## src/rtl/defer_pkg.sv

```systemverilog
// Shared types of the speculative load deferral unit.
// Assumes: operation and outcome codes are fixed at the top-level ports.
package defer_pkg;
    typedef enum logic [1:0] {
        MDL_ALWAYS = 2'd0,
        MDL_NOREC  = 2'd1,
        MDL_RECOV  = 2'd2
    } model_e;

    typedef enum logic [2:0] {
        OPK_NOP    = 3'd0,
        OPK_LDSPEC = 3'd1,
        OPK_LDNSPC = 3'd2,
        OPK_ALU    = 3'd3,
        OPK_CHECK  = 3'd4,
        OPK_USE    = 3'd5
    } opk_e;

    typedef enum logic [1:0] {
        RES_NONE  = 2'd0,
        RES_FAULT = 2'd1,
        RES_DEFER = 2'd2,
        RES_RECOV = 2'd3
    } res_e;
endpackage

```

## src/rtl/defer_model_sel.sv

```systemverilog
// Picks the deferral policy from the status bits.
// Assumes: the bits are stable for the cycle of the load they apply to.
module defer_model_sel
    import defer_pkg::*;
(
    input  logic   intr_collect,
    input  logic   xlat_en,
    input  logic   page_early_defer,
    output model_e model
);
    // Collection off dominates; recovery needs all three bits set.
    always_comb begin
        if (!intr_collect)                  model = MDL_ALWAYS;
        else if (xlat_en && page_early_defer) model = MDL_RECOV;
        else                                model = MDL_NOREC;
    end
endmodule

```

## src/rtl/defer_decide.sv

```systemverilog
// Fault-or-defer decision for a speculative load.
// Assumes: the class masks do not overlap; where they do, always-fault wins.
module defer_decide
    import defer_pkg::*;
#(
    parameter int CW = 3,
    parameter logic [(1<<CW)-1:0] FAULT_MASK = 8'b0000_0110,
    parameter logic [(1<<CW)-1:0] DEFER_MASK = 8'b0001_1000
) (
    input  model_e               model,
    input  logic                 exc_valid,
    input  logic [CW-1:0]        exc_code,
    input  logic [(1<<CW)-1:0]   defer_mask,
    input  logic                 spont_req,
    input  logic                 sw_suppress,
    input  logic                 base_nat,
    output logic                 do_fault,
    output logic                 do_defer
);
    logic cls_fault;
    logic cls_defer;

    // Classify the cause from the parameter masks.
    always_comb begin
        cls_fault = FAULT_MASK[exc_code];
        cls_defer = DEFER_MASK[exc_code] && !cls_fault;
    end

    // Apply the class and policy rules; without an exception only the
    // suppression, spontaneous and tagged-base paths can defer.
    always_comb begin
        do_fault = 1'b0;
        do_defer = 1'b0;
        if (exc_valid) begin
            if (cls_fault)      do_fault = 1'b1;
            else if (cls_defer) do_defer = 1'b1;
            else begin
                case (model)
                    MDL_ALWAYS: do_defer = 1'b1;
                    MDL_RECOV:  begin
                        do_defer = defer_mask[exc_code];
                        do_fault = !defer_mask[exc_code];
                    end
                    default:    do_fault = 1'b1;
                endcase
            end
        end else begin
            do_defer = sw_suppress || base_nat || (spont_req && model == MDL_RECOV);
        end
    end
endmodule

```

## src/rtl/defer_nat_file.sv

```systemverilog
// One NaT tag per register, one write port and two read ports.
// Assumes: reads see the value from before this cycle's write.
module defer_nat_file #(
    parameter int NREG = 16,
    localparam int AW = $clog2(NREG)
) (
    input  logic          clk,
    input  logic          rst_n,
    input  logic          we,
    input  logic [AW-1:0] waddr,
    input  logic          wtag,
    input  logic [AW-1:0] ra,
    input  logic [AW-1:0] rb,
    output logic          tag_a,
    output logic          tag_b
);
    logic [NREG-1:0] tags;

    for (genvar g = 0; g < NREG; g++) begin : g_tag
        // Hold, clear on reset, or take the written tag.
        always_ff @(posedge clk) begin
            if (!rst_n)                       tags[g] <= 1'b0;
            else if (we && waddr == AW'(g))   tags[g] <= wtag;
        end
    end

    assign tag_a = tags[ra];
    assign tag_b = tags[rb];
endmodule

```

## src/rtl/spec_defer_unit.sv

```systemverilog
// Top of the deferral unit: decodes the operation, asks for the policy and
// the decision, updates the tag file and registers the outcome.
// Assumes: one operation per cycle; exc_code is meaningful only with exc_valid.
module spec_defer_unit
    import defer_pkg::*;
#(
    parameter int NREG = 16,
    parameter int CW   = 3,
    parameter logic [(1<<CW)-1:0] FAULT_MASK = 8'b0000_0110,
    parameter logic [(1<<CW)-1:0] DEFER_MASK = 8'b0001_1000,
    localparam int AW     = $clog2(NREG),
    localparam int NCAUSE = 1 << CW
) (
    input  logic              clk,
    input  logic              rst_n,
    input  logic              op_valid,
    input  logic [2:0]        op_kind,
    input  logic [AW-1:0]     dst_reg,
    input  logic [AW-1:0]     src_a_reg,
    input  logic [AW-1:0]     src_b_reg,
    input  logic              exc_valid,
    input  logic [CW-1:0]     exc_code,
    input  logic              intr_collect,
    input  logic              xlat_en,
    input  logic              page_early_defer,
    input  logic [NCAUSE-1:0] defer_mask,
    input  logic              spont_req,
    input  logic              sw_suppress,
    input  logic              post_inc,
    output logic [1:0]        outcome,
    output logic [CW-1:0]     cause_out,
    output logic              mem_suppress,
    output logic              post_inc_upd
);
    model_e        model;
    logic          do_fault, do_defer;
    logic          tag_a, tag_b;
    logic          we, wtag;
    res_e          res_n;
    logic [CW-1:0] cause_n;
    logic          supp_n, pinc_n;
    opk_e          kind;

    assign kind = opk_e'(op_kind);

    defer_model_sel u_model (
        .intr_collect    (intr_collect),
        .xlat_en         (xlat_en),
        .page_early_defer(page_early_defer),
        .model           (model)
    );

    defer_decide #(.CW(CW), .FAULT_MASK(FAULT_MASK), .DEFER_MASK(DEFER_MASK)) u_decide (
        .model      (model),
        .exc_valid  (exc_valid),
        .exc_code   (exc_code),
        .defer_mask (defer_mask),
        .spont_req  (spont_req),
        .sw_suppress(sw_suppress),
        .base_nat   (tag_a),
        .do_fault   (do_fault),
        .do_defer   (do_defer)
    );

    defer_nat_file #(.NREG(NREG)) u_nat (
        .clk  (clk),
        .rst_n(rst_n),
        .we   (we),
        .waddr(dst_reg),
        .wtag (wtag),
        .ra   (src_a_reg),
        .rb   (src_b_reg),
        .tag_a(tag_a),
        .tag_b(tag_b)
    );

    // Decode the operation into a tag write and the next outcome.
    always_comb begin
        res_n   = RES_NONE;
        cause_n = '0;
        supp_n  = 1'b0;
        pinc_n  = 1'b0;
        we      = 1'b0;
        wtag    = 1'b0;
        if (op_valid) begin
            case (kind)
                OPK_LDSPEC: begin
                    if (do_fault) begin
                        res_n   = RES_FAULT;
                        cause_n = exc_valid ? exc_code : '0;
                        supp_n  = 1'b1;
                    end else begin
                        pinc_n = post_inc;
                        we     = 1'b1;
                        wtag   = do_defer;
                        if (do_defer) begin
                            res_n   = RES_DEFER;
                            cause_n = exc_valid ? exc_code : '0;
                            supp_n  = 1'b1;
                        end
                    end
                end
                OPK_LDNSPC: begin
                    if (exc_valid) begin
                        res_n   = RES_FAULT;
                        cause_n = exc_code;
                        supp_n  = 1'b1;
                    end else if (tag_a) begin
                        res_n  = RES_FAULT;
                        supp_n = 1'b1;
                    end else begin
                        pinc_n = post_inc;
                        we     = 1'b1;
                    end
                end
                OPK_ALU: begin
                    we   = 1'b1;
                    wtag = tag_a | tag_b;
                end
                OPK_CHECK: begin
                    if (tag_a) res_n = RES_RECOV;
                end
                OPK_USE: begin
                    if (tag_a || tag_b) res_n = RES_FAULT;
                end
                default: ;
            endcase
        end
    end

    // Register the outcome fields.
    always_ff @(posedge clk) begin
        if (!rst_n) begin
            outcome      <= RES_NONE;
            cause_out    <= '0;
            mem_suppress <= 1'b0;
            post_inc_upd <= 1'b0;
        end else begin
            outcome      <= res_n;
            cause_out    <= cause_n;
            mem_suppress <= supp_n;
            post_inc_upd <= pinc_n;
        end
    end

    logic spec_ld;
    assign spec_ld = op_valid && op_kind == 3'd1;

    assert_alwaysdefer_R1: assert property (@(posedge clk) disable iff (!rst_n)
        spec_ld && exc_valid && !intr_collect && !FAULT_MASK[exc_code]
        |=> outcome == 2'd2);

    assert_faultcls_R2: assert property (@(posedge clk) disable iff (!rst_n)
        spec_ld && exc_valid && FAULT_MASK[exc_code]
        |=> outcome == 2'd1 && !post_inc_upd);

    assert_defercls_R3: assert property (@(posedge clk) disable iff (!rst_n)
        spec_ld && exc_valid && DEFER_MASK[exc_code] && !FAULT_MASK[exc_code]
        |=> outcome == 2'd2 && cause_out == $past(exc_code));

    assert_spont_ignored_R5: assert property (@(posedge clk) disable iff (!rst_n)
        spec_ld && !exc_valid && !sw_suppress && !tag_a && spont_req
        && !(intr_collect && xlat_en && page_early_defer)
        |=> outcome == 2'd0);

    assert_defer_suppress_R7: assert property (@(posedge clk) disable iff (!rst_n)
        outcome == 2'd2 |-> mem_suppress);

    assert_nspec_fault_R8: assert property (@(posedge clk) disable iff (!rst_n)
        op_valid && op_kind == 3'd2 && exc_valid
        |=> outcome == 2'd1 && cause_out == $past(exc_code));

    assert_check_only_R10: assert property (@(posedge clk) disable iff (!rst_n)
        op_valid && op_kind == 3'd4 |=> outcome == 2'd0 || outcome == 2'd3);
endmodule

```

## config.mk

```make
export PLATFORM = sky130hd
export DESIGN_NAME = spec_defer_unit
export DESIGN_NICKNAME = d
export VERILOG_FILES = /design/src/rtl/defer_pkg.sv /design/src/rtl/defer_model_sel.sv /design/src/rtl/defer_decide.sv /design/src/rtl/defer_nat_file.sv /design/src/rtl/spec_defer_unit.sv
export SDC_FILE = /design/constraint.sdc
export NUM_CORES = 1
export LEC_CHECK = 0
export BUFFER_PORTS_ARGS = -buffer_cell sky130_fd_sc_hd__buf_4
export CAP_MARGIN = 20
export CELL_PAD_IN_SITES_DETAIL_PLACEMENT = 0
export CELL_PAD_IN_SITES_GLOBAL_PLACEMENT = 1
export CORE_UTILIZATION = 44
export CTS_BUF_LIST = sky130_fd_sc_hd__clkbuf_8
export DETAILED_ROUTE_END_ITERATION = 16
export PLACE_DENSITY_LB_ADDON = 0.15
export SYNTH_ARGS = -nofsm -noshare
export SYNTH_HDL_FRONTEND = slang
export SYNTH_SLANG_ARGS = --single-unit
```

## constraint.sdc

```tcl
create_clock -name clk -period 5.75 [get_ports clk]
set_input_delay 1.15 -clock clk [delete_from_list [all_inputs] [get_ports clk]]
set_output_delay 1.15 -clock clk [all_outputs]
set_load 0.005 [all_outputs]
```

== After elaboration in Yosys (flattened, before gate mapping) ==
Memory sizes are Yosys's and may differ from the RTL's.
Index checks and enable logic that the tools add are counted.
Storage, ports and cells
  bits in read-only memories: 16
  logic and storage cells: 120
  input port bits: 36
  output and inout bits: 7
  RAM bits: 0
  register bits: 23
  latch bits: 0
  memories kept: 2
Memories
  (name not given): depth 8, width 1, read ports 1, clocked after memory_dff 0, write ports 0, RTL line defer_decide.sv:25  | cls_fault = FAULT_MASK[exc_code];
  (name not given): depth 8, width 1, read ports 1, clocked after memory_dff 0, write ports 0, RTL line defer_decide.sv:26  | cls_defer = DEFER_MASK[exc_code] && !cls_fault;
Cells by class
  multiply operators: 0
  div/mod/pow operators: 0
  bitwise logic cells: 1
  add/sub/neg operators: 0
  reduce and logical (&&, ||, !) cells: 27
  $lt $le $gt $ge: 3
  shift operators: 0
  equal/unequal tests: 21
  mux-type cells: 46
Operators with widths (number)
  4-bit == test (second input constant): 8
  1-bit 2-to-1 mux: 27
  1-bit logical AND: 19
  4-bit by 3-bit == test with 1-bit output (second input constant): 4
  4-bit by 5-bit < comparator with 1-bit output (second input constant): 2
  2-bit 2-to-1 mux: 5
  1-bit one-hot mux with 2 select lines: 5
  3-bit 2-to-1 mux: 3
  1-bit binary-select mux with 4-bit select: 2
  4-bit by 2-bit == test with 1-bit output (second input constant): 2
  2-bit one-hot mux with 4 select lines: 1
  3-bit by 2-bit == test with 1-bit output (second input constant): 2
  3-bit == test (second input constant): 2
  3-bit one-hot mux with 2 select lines: 1
  4-bit by 1-bit == test with 1-bit output (second input constant): 1
  4-bit zero test: 1
  3-bit by 4-bit < comparator with 1-bit output (second input constant): 1
  1-bit binary-select mux with 3-bit select: 1
  3-bit by 1-bit == test with 1-bit output (second input constant): 1
  1-bit logical OR: 3
  1-bit one-hot mux with 3 select lines: 1
  2-bit == test (second input constant): 1
  1-bit zero test: 2
  2-bit zero test: 1
  2 further kinds: 2

== Longest topological paths before layout ==
Gate-level depths: netlist (run 1).
  depth in word-level cells: 12
  mapped depth: 9
  mapped depth without buffers: 8

== Cells and area by module ==
From an unflattened synthesis (run 1), not the netlist that was laid out.
Second synthesis, totals
  cell total of the unflattened synthesis: 163
  area total of the unflattened synthesis: 1486.4 sq um
Modules (own cells, without submodules)
  defer_nat_file: cells an instance 99, area an instance 960.9 sq um, instances 1, sequential area each 320.3 sq um
  spec_defer_unit: cells an instance 41, area an instance 345.3 sq um, instances 1, sequential area each 140.1 sq um
  defer_decide: cells an instance 21, area an instance 162.7 sq um, instances 1, sequential area each 0.0 sq um
  defer_model_sel: cells an instance 2, area an instance 17.5 sq um, instances 1, sequential area each 0.0 sq um

== Worst setup path after synthesis (run 1) ==
Ideal clock, no wire load.
  kind: input port to flip-flop
  from: in src_b_reg[2]
  to: reg u_nat.tags[0]
  stages: 6
  setup time: 0.134 ns
  path buffers: 1
  required time: 5.616 ns
  slack: 2.799 ns
  arrival time: 2.818 ns
  cells stage by stage: mux4_1 mux4_2 o2111a_2 o21ai_4 buf_6 mux2i_1
Between the ends
  longest elaborated chain between the ends: 5
RTL lines
  from (decl): RTL line spec_defer_unit.sv:20  | input logic [AW-1:0] src_b_reg,
  1-bit binary-select mux with 4-bit select: RTL line defer_nat_file.sv:28  | assign tag_b = tags[rb];
  1-bit 2-to-1 mux (implied by the code): RTL line defer_nat_file.sv:28
  1-bit OR: RTL line spec_defer_unit.sv:118  | wtag = tag_a | tag_b;
  1-bit one-hot mux with 2 select lines: RTL line spec_defer_unit.sv:86  | case (kind)
  1-bit 2-to-1 mux: RTL line spec_defer_unit.sv:85  | if (op_valid) begin
  to (signal, indexed assignment): RTL line defer_nat_file.sv:23  | else if (we && waddr == AW'(g)) tags[g] <= wtag;
  to (decl): RTL line defer_nat_file.sv:17  | logic [NREG-1:0] tags;
No other way between the ends. The select of a mux whose other input is x is not followed.
A chain may end at the register's enable or synchronous reset.

== Worst setup path in the final report (run 1) ==
  from: in exc_code[0]
  to: reg u_nat.tags[8]
Between the ends
  longest elaborated chain between the ends: 11
  elaborated cells on any way between the ends: 24
  classes of those cells: 18 x mux; 4 x reduce/logical; 2 x memory
RTL lines
  from (decl): RTL line spec_defer_unit.sv:22  | input logic [CW-1:0] exc_code,
  1-bit binary-select mux with 3-bit select / memory 8 x 1 bit (equally long branches)
  1-bit 2-to-1 mux (on tied branches): RTL line defer_decide.sv:41, defer_decide.sv:42, defer_decide.sv:25
  1-bit zero test (on tied branches): RTL line defer_decide.sv:42, defer_decide.sv:26
  1-bit one-hot mux with 2 select lines / 1-bit logical AND (equally long branches): RTL line defer_decide.sv:38, defer_decide.sv:26
  1-bit 2-to-1 mux: RTL line defer_decide.sv:36  | else if (cls_defer) do_defer = 1'b1;
  1-bit 2-to-1 mux: RTL line defer_decide.sv:35  | if (cls_fault) do_fault = 1'b1;
  1-bit 2-to-1 mux: RTL line defer_decide.sv:34  | if (exc_valid) begin
  1-bit 2-to-1 mux: RTL line spec_defer_unit.sv:88  | if (do_fault) begin
  1-bit one-hot mux with 3 select lines: RTL line spec_defer_unit.sv:86
  1-bit 2-to-1 mux: RTL line spec_defer_unit.sv:85
  1-bit logical AND: RTL line defer_nat_file.sv:23
Parallel ways exist; a longest one is shown, timed or not. The select of a mux whose other input is x is not followed.

==> results of run 1 <==
flip-flops by register name, summed over array words and instances (netlist names):
signal / flops
cause_out: 3
mem_suppress: 1
post_inc_upd: 1
outcome: 2
u_nat.tags: 16
power by group through the flow:
stage	clock network [uW]	registers [uW]	logic, uW
6_report	102	160	62.2
3_3_place_gp	0	164	60.2
5_1_grt	111	160	68.0
4_1_cts	106	160	62.0
2_1_floorplan	0	164	30.5
3_5_place_dp	0	164	61.7
Yosys cell counts (all sizes together):
cell type / count / share of area
o2111a: 1 / 0.0082
nand2b: 3 / 0.012
or3: 1 / 0.0041
o221a: 1 / 0.013
ha: 2 / 0.016
a41oi: 1 / 0.0058
a21bo: 1 / 0.0066
o2bb2ai: 1 / 0.0058
a21boi: 1 / 0.0049
mux2i: 18 / 0.12
inv: 4 / 0.0099
a21oi: 3 / 0.0099
buf: 5 / 0.021
o22ai: 2 / 0.0082
o21ai: 5 / 0.026
o311ai: 2 / 0.012
o311a: 1 / 0.0066
mux4: 9 / 0.15
mux2: 3 / 0.022
a211oi: 14 / 0.069
clkbuf: 1 / 0.0025
dfxtp: 23 / 0.30
a2111oi: 5 / 0.032
nor4: 3 / 0.012
a22o: 1 / 0.0058
nand3b: 3 / 0.015
nand3: 1 / 0.0033
nand2: 26 / 0.069
nor2: 2 / 0.0049
a21o: 1 / 0.0049
or3b: 1 / 0.0058
nor2b: 4 / 0.016
routing by layer:
layer | vias up | share of wire | wire length (um) | GRT usage
met3 | 5 | 0.049 | 180 | 0.02772
met5 | - | 0 | 0 | 0
met4 | 0 | 0.015 | 55 | 0.08766
met1 | 644 | 0.51 | 1849 | 0.3290
li1 | 674 | - | - | -
met2 | 44 | 0.43 | 1555 | 0.3234
path summary, 6_finish.rpt:
| check | to | depth (start not counted) | slack, ns |
|---|---|---|---|
| max | u_nat.tags[8] | 8 | 2.65 |
| min | u_nat.tags[8] | 2 | 0.47 |
| max reg2reg | u_nat.tags[8] | 6 | 3.37 |
| min reg2reg | u_nat.tags[8] | 2 | 0.47 |
kinds of logic after synthesis:
family                     after synthesis  synth area share
AOI/OAI and AO/OA                       40            0.2188
DFF                                     23            0.3026
adders and majority gates                2           0.01644
and+or+nand+nor                         44            0.1431
muxes                                   30            0.2862
buffers and inverters                   10           0.03289
worst min-delay path: cells and delay by family (launching register included):
| family | cells | cell delay, ns |
|---|---|---|
| flip-flops | 1 | 0.32 |
| AND/OR/NAND/NOR | 1 | 0.06 |
| multiplexers | 1 | 0.05 |
final cells by class:
type / count / area, sq um
clock buffer: 3 / 41.29
clock inverter: 1 / 5.005
fill: 290 / 1275
inverter: 4 / 15.01
multi-input combinational: 116 / 1011
sequential: 23 / 460.4
tap: 44 / 55.05
timing repair buffer: 42 / 315.3
stage by stage:
stage,power (uW),cells,hold slack [ns],setup slack [ns]
after detailed placement,225.5,229,0.4580,2.398
after global routing,339.2,233,0.4955,2.468
after floorplan,194.4,149,0.4381,2.799
after global placement,224.0,229,0.4556,2.492
after CTS,327.8,233,0.4729,2.657
final,324.6,233,0.4728,2.653
cell usage in the layout, fill, tap and decap left out, types with 4 or more instances in the layout:
master,instances
dfxtp_1,23
a211oi_1,14
a2111oi_1,4
buf_4,42
nand2_1,25
inv_1,4
nor2b_1,4
mux2i_1,18
mux4_2,4
mux4_1,5
==> flow_metrics.env, run 1 <==
export IMPL_via_per_inst=5.867
export IMPL_yosysSeqAreaShare=0.3026
export IMPL_max_vdd_ir_drop_v=0.00008777
export IMPL_grt_pass1_wl_um=5830
export IMPL_hold_viol=0
export IMPL_slew_viol_final=0
export IMPL_drt_iter0_drc=55
export IMPL_cp_num_buf_inv=2
export IMPL_synthCells=149
export IMPL_outcome="complete, no violations"
export IMPL_clkLatencyLatePin_ns=0.27
export IMPL_drc_errors=0
export IMPL_p_int_uw=238.7
export IMPL_grt_pass1_vias=1210
export IMPL_rows=20
export IMPL_max_freq_mhz=322.9
export IMPL_core_area_sq_um=3178
export IMPL_path_clk_slew_ns=0.09
export IMPL_slowest_stage="a2111oi_1"
export IMPL_worstSetupStartpoint="exc_code[0]"
export IMPL_ys_warn_count=0
export IMPL_grt_max_degree=19
export IMPL_die_h_um=60.81
export IMPL_area_delta_synth_final_pct=25.08
export IMPL_post_route_min_period_ns=3.097
export IMPL_hold_path_class="flip-flop to flip-flop"
export IMPL_leakage_uw=0.0007100
export IMPL_finalSetupViolCount=0
export IMPL_ys_seq_elements=23
export IMPL_dr_pass1_iters=4
export IMPL_post_cts_buffers=0
export IMPL_reg2reg_from="u_nat.tags[1]"
export IMPL_port_buffers=42
export IMPL_wl_um=3639
export IMPL_cts_buffers_inserted=3
export IMPL_clock_skew_ns=0.007469
export IMPL_initial_utilization=0.4787
export IMPL_layout_nets=228
export IMPL_vias=1367
export IMPL_crit_chain="buf_4, inv_1, ha_1, o2bb2ai_1, o311ai_1, o21ai_2, a2111oi_1, mux2i_1"
export IMPL_gp_congestion=0.7991
export IMPL_fp_dieW_um=60.81
export IMPL_cts_sinks=23
export IMPL_gr_total_overflow=0
export IMPL_ant_nets=0
export IMPL_hpwl_um=2878
export IMPL_cp_required_ns=5.95
export IMPL_cpPeakStageDelay_ns=0.66
export IMPL_cts_resized=0
export IMPL_ys_types=38
export IMPL_diodes=0
export IMPL_synth_nets=187
export IMPL_wl_per_cell_um=15.62
export IMPL_holdCritStartpoint="u_nat.tags[8]"
export IMPL_worstPathMaxFanout=16
export IMPL_cp_end_kind="flip-flop"
export IMPL_cts_root_buf="clkbuf_8"
export IMPL_netSwitchingFraction=0.2645
export IMPL_crit_type="primary input to flip-flop"
export IMPL_syn_area_sq_um=1521
export IMPL_p_seq_frac=0.493
export IMPL_comb_power_share=0.191
export IMPL_p_per_area_nw_per_um2=170.6
export IMPL_cts_tree="built"
export IMPL_antenna_found_initial=0
export IMPL_io_pin_count=43
export IMPL_min_period_over_period=0.5386
export IMPL_arrival_ns=3.30
export IMPL_tns_ns=0
export IMPL_final_util=0.5988
export IMPL_power_switching_uw=85.86
export IMPL_die_area_sq_um=3697
export IMPL_stdcell_area_sq_um=1903
export IMPL_crit_family="compound AO/OA/AOI/OAI gates"
export IMPL_drive_gt1_frac=0.3175
export IMPL_rsz0062_at_grt="no"
export IMPL_start_kind="primary input"
export IMPL_hold_buffers=0
export IMPL_clockPowerShare=0.315
export IMPL_htreeDepth=1
export IMPL_post_synth_cell_area_avg_sq_um=10.21
export IMPL_track_usage=0.2215
export IMPL_place_area_sq_um=1857
export IMPL_clock_path_buffers=2
export IMPL_timing_slew_headroom=0.5992
export IMPL_tightestPinTransition_ns=0.5861
export IMPL_maxCapViolations=0
(Power assumes the default switching activity.)
==> run 2: changes to the inputs <==
- CORE_UTILIZATION: 44 -> 37
- clock period: 5.75 -> 2.5 ns (I/O delays scaled with it)
==> flow_metrics.env, run 2 (same netlist as run 1, synthesis figures left out) <==
export IMPL_hpwl_um=3197
export IMPL_netSwitchingFraction=0.2551
export IMPL_grt_pass1_vias=1371
export IMPL_post_route_min_period_ns=2.233
export IMPL_start_kind="primary input"
export IMPL_cp_required_ns=2.63
export IMPL_grt_max_degree=19
export IMPL_layout_nets=240
export IMPL_largestRegisters="u_nat.tags (16), cause_out (3), outcome (2)"
export IMPL_clock_skew_ns=0.003213
export IMPL_outcome="complete, no violations"
export IMPL_port_buffers=42
export IMPL_p_total_uw=751.6
export IMPL_final_util=0.5310
export IMPL_busiest_layer="met2"
export IMPL_final_cell_mix="buf_4 (53), nand2_1 (25), dfxtp_1 (23), mux2i_1 (18), a211oi_1 (14)"
export IMPL_grtUsageMet2=0.3189
export IMPL_fp_dieW_um=66.13
export IMPL_wl_um=3969
export IMPL_arrival_ns=2.37
export IMPL_drc_errors=0
export IMPL_initial_utilization=0.4005
export IMPL_cts_root_buf="clkbuf_8"
export IMPL_area_delta_synth_final_pct=32.57
export IMPL_final_common_cell="buf_4"
export IMPL_die_area_sq_um=4373
export IMPL_via_per_inst=5.719
export IMPL_power_switching_uw=191.8
export IMPL_diodes=0
export IMPL_htreeDepth=1
export IMPL_drive_gt1_frac=0.3582
export IMPL_io_pin_count=43
export IMPL_timing_slew_headroom=0.7005
export IMPL_clock_path_buffers=2
export IMPL_p_int_uw=559.8
export IMPL_wl_per_cell_um=15.94
export IMPL_path_clk_slew_ns=0.08
export IMPL_vias=1424
export IMPL_slew_viol_final=0
export IMPL_rsz0062_at_grt="no"
export IMPL_cts_sinks=23
export IMPL_leakage_uw=0.0007761
export IMPL_max_freq_mhz=447.9
export IMPL_top_register="u_nat.tags"
export IMPL_clkLatencyLatePin_ns=0.26
export IMPL_tightestPinTransition_ns=0.4483
export IMPL_hold_viol=0
export IMPL_p_seq_frac=0.490
export IMPL_use_met1=0.2711
export IMPL_ant_nets=0
export IMPL_crit_type="primary input to flip-flop"
export IMPL_rows=22
export IMPL_cts_tree="built"
export IMPL_grtUsageMet3=0.03276
export IMPL_gp_congestion=0.7995
export IMPL_cts_buffers_inserted=3
export IMPL_hold_path_class="primary input to flip-flop"
export IMPL_grt_pass1_wl_um=6479
export IMPL_worstPathMaxFanout=16
export IMPL_comb_power_share=0.213
export IMPL_cp_end_kind="flip-flop"
export IMPL_largest_register_ffs=16
export IMPL_min_period_over_period=0.8931
export IMPL_drt_iter0_drc=106
export IMPL_dr_pass1_iters=4
export IMPL_die_h_um=66.13
export IMPL_maxCapViolations=0
export IMPL_antenna_found_initial=0
export IMPL_max_vdd_ir_drop_v=0.0001877
export IMPL_p_per_area_nw_per_um2=372.7
export IMPL_track_usage=0.1961
export IMPL_gr_total_overflow=0
export IMPL_clockPowerShare=0.297
export IMPL_core_area_sq_um=3799
export IMPL_finalSetupViolCount=0
run 2: path summary, 6_finish.rpt:
path	from	end	slack (ns)	cells past startpoint
setup / recovery	src_b_reg[0]	u_nat.tags[0]	0.27	7
hold / removal	post_inc	post_inc_upd	0.47	3
setup reg to reg	u_nat.tags[4]	u_nat.tags[0]	0.30	6
hold reg to reg	u_nat.tags[10]	u_nat.tags[10]	0.49	2
run 2: timing repair:
action / in CTS / in global routing
hold buffers: 0 / 0
endpoints found under the setup margin: 0 / 5
buffers inserted: 0 / 0
gates resized for setup: 0 / 1
run 2: critical path: stages:
cell      delay (ns)
buf_4           0.11
mux4_1          0.55
mux4_2          0.51
o2111a_2        0.29
o21ai_4         0.17
buf_12          0.16
mux2i_1         0.08
run 2: power groups by stage:
stage / clock network, uW / registers [uW] / logic [uW]
2_1_floorplan: 0 / 377 / 70.1
3_3_place_gp: 0 / 377 / 155
3_5_place_dp: 0 / 377 / 158
4_1_cts: 230 / 368 / 159
5_1_grt: 250 / 369 / 174
6_report: 223 / 368 / 160
run 2: layer usage:
metal  wire length (um)  vias up
met5                  0        -
met4                 28        0
met3                179        4
met2               1875       40
met1               1886      682
li1                   -      698
run 2: cell type report:
cell class | instances | area [sq um]
fillers | 373 | 1782
multi-input cells | 116 | 1018
well taps | 48 | 60.06
clock buffers | 3 | 41.29
flip-flops and latches | 23 | 460.4
inverters | 4 | 15.01
clock inverters | 1 | 3.754
repair buffers | 54 | 417.9
run 2: per-stage QoR:
step / std cells / area, sq um / TNS (ns) / hold slack, ns / setup slack (ns)
2_1_floorplan: 149 / 1521 / 0 / 0.4381 / 0.1986
3_3_place_gp: 245 / 1964 / -0.3962 / 0.4654 / -0.08970
3_5_place_dp: 245 / 1964 / -0.8491 / 0.4684 / -0.1199
4_1_cts: 249 / 2009 / 0 / 0.4690 / 0.1509
5_1_grt: 249 / 2017 / 0 / 0.4740 / 0.1022
6_report: 249 / 2017 / 0 / 0.4704 / 0.2674
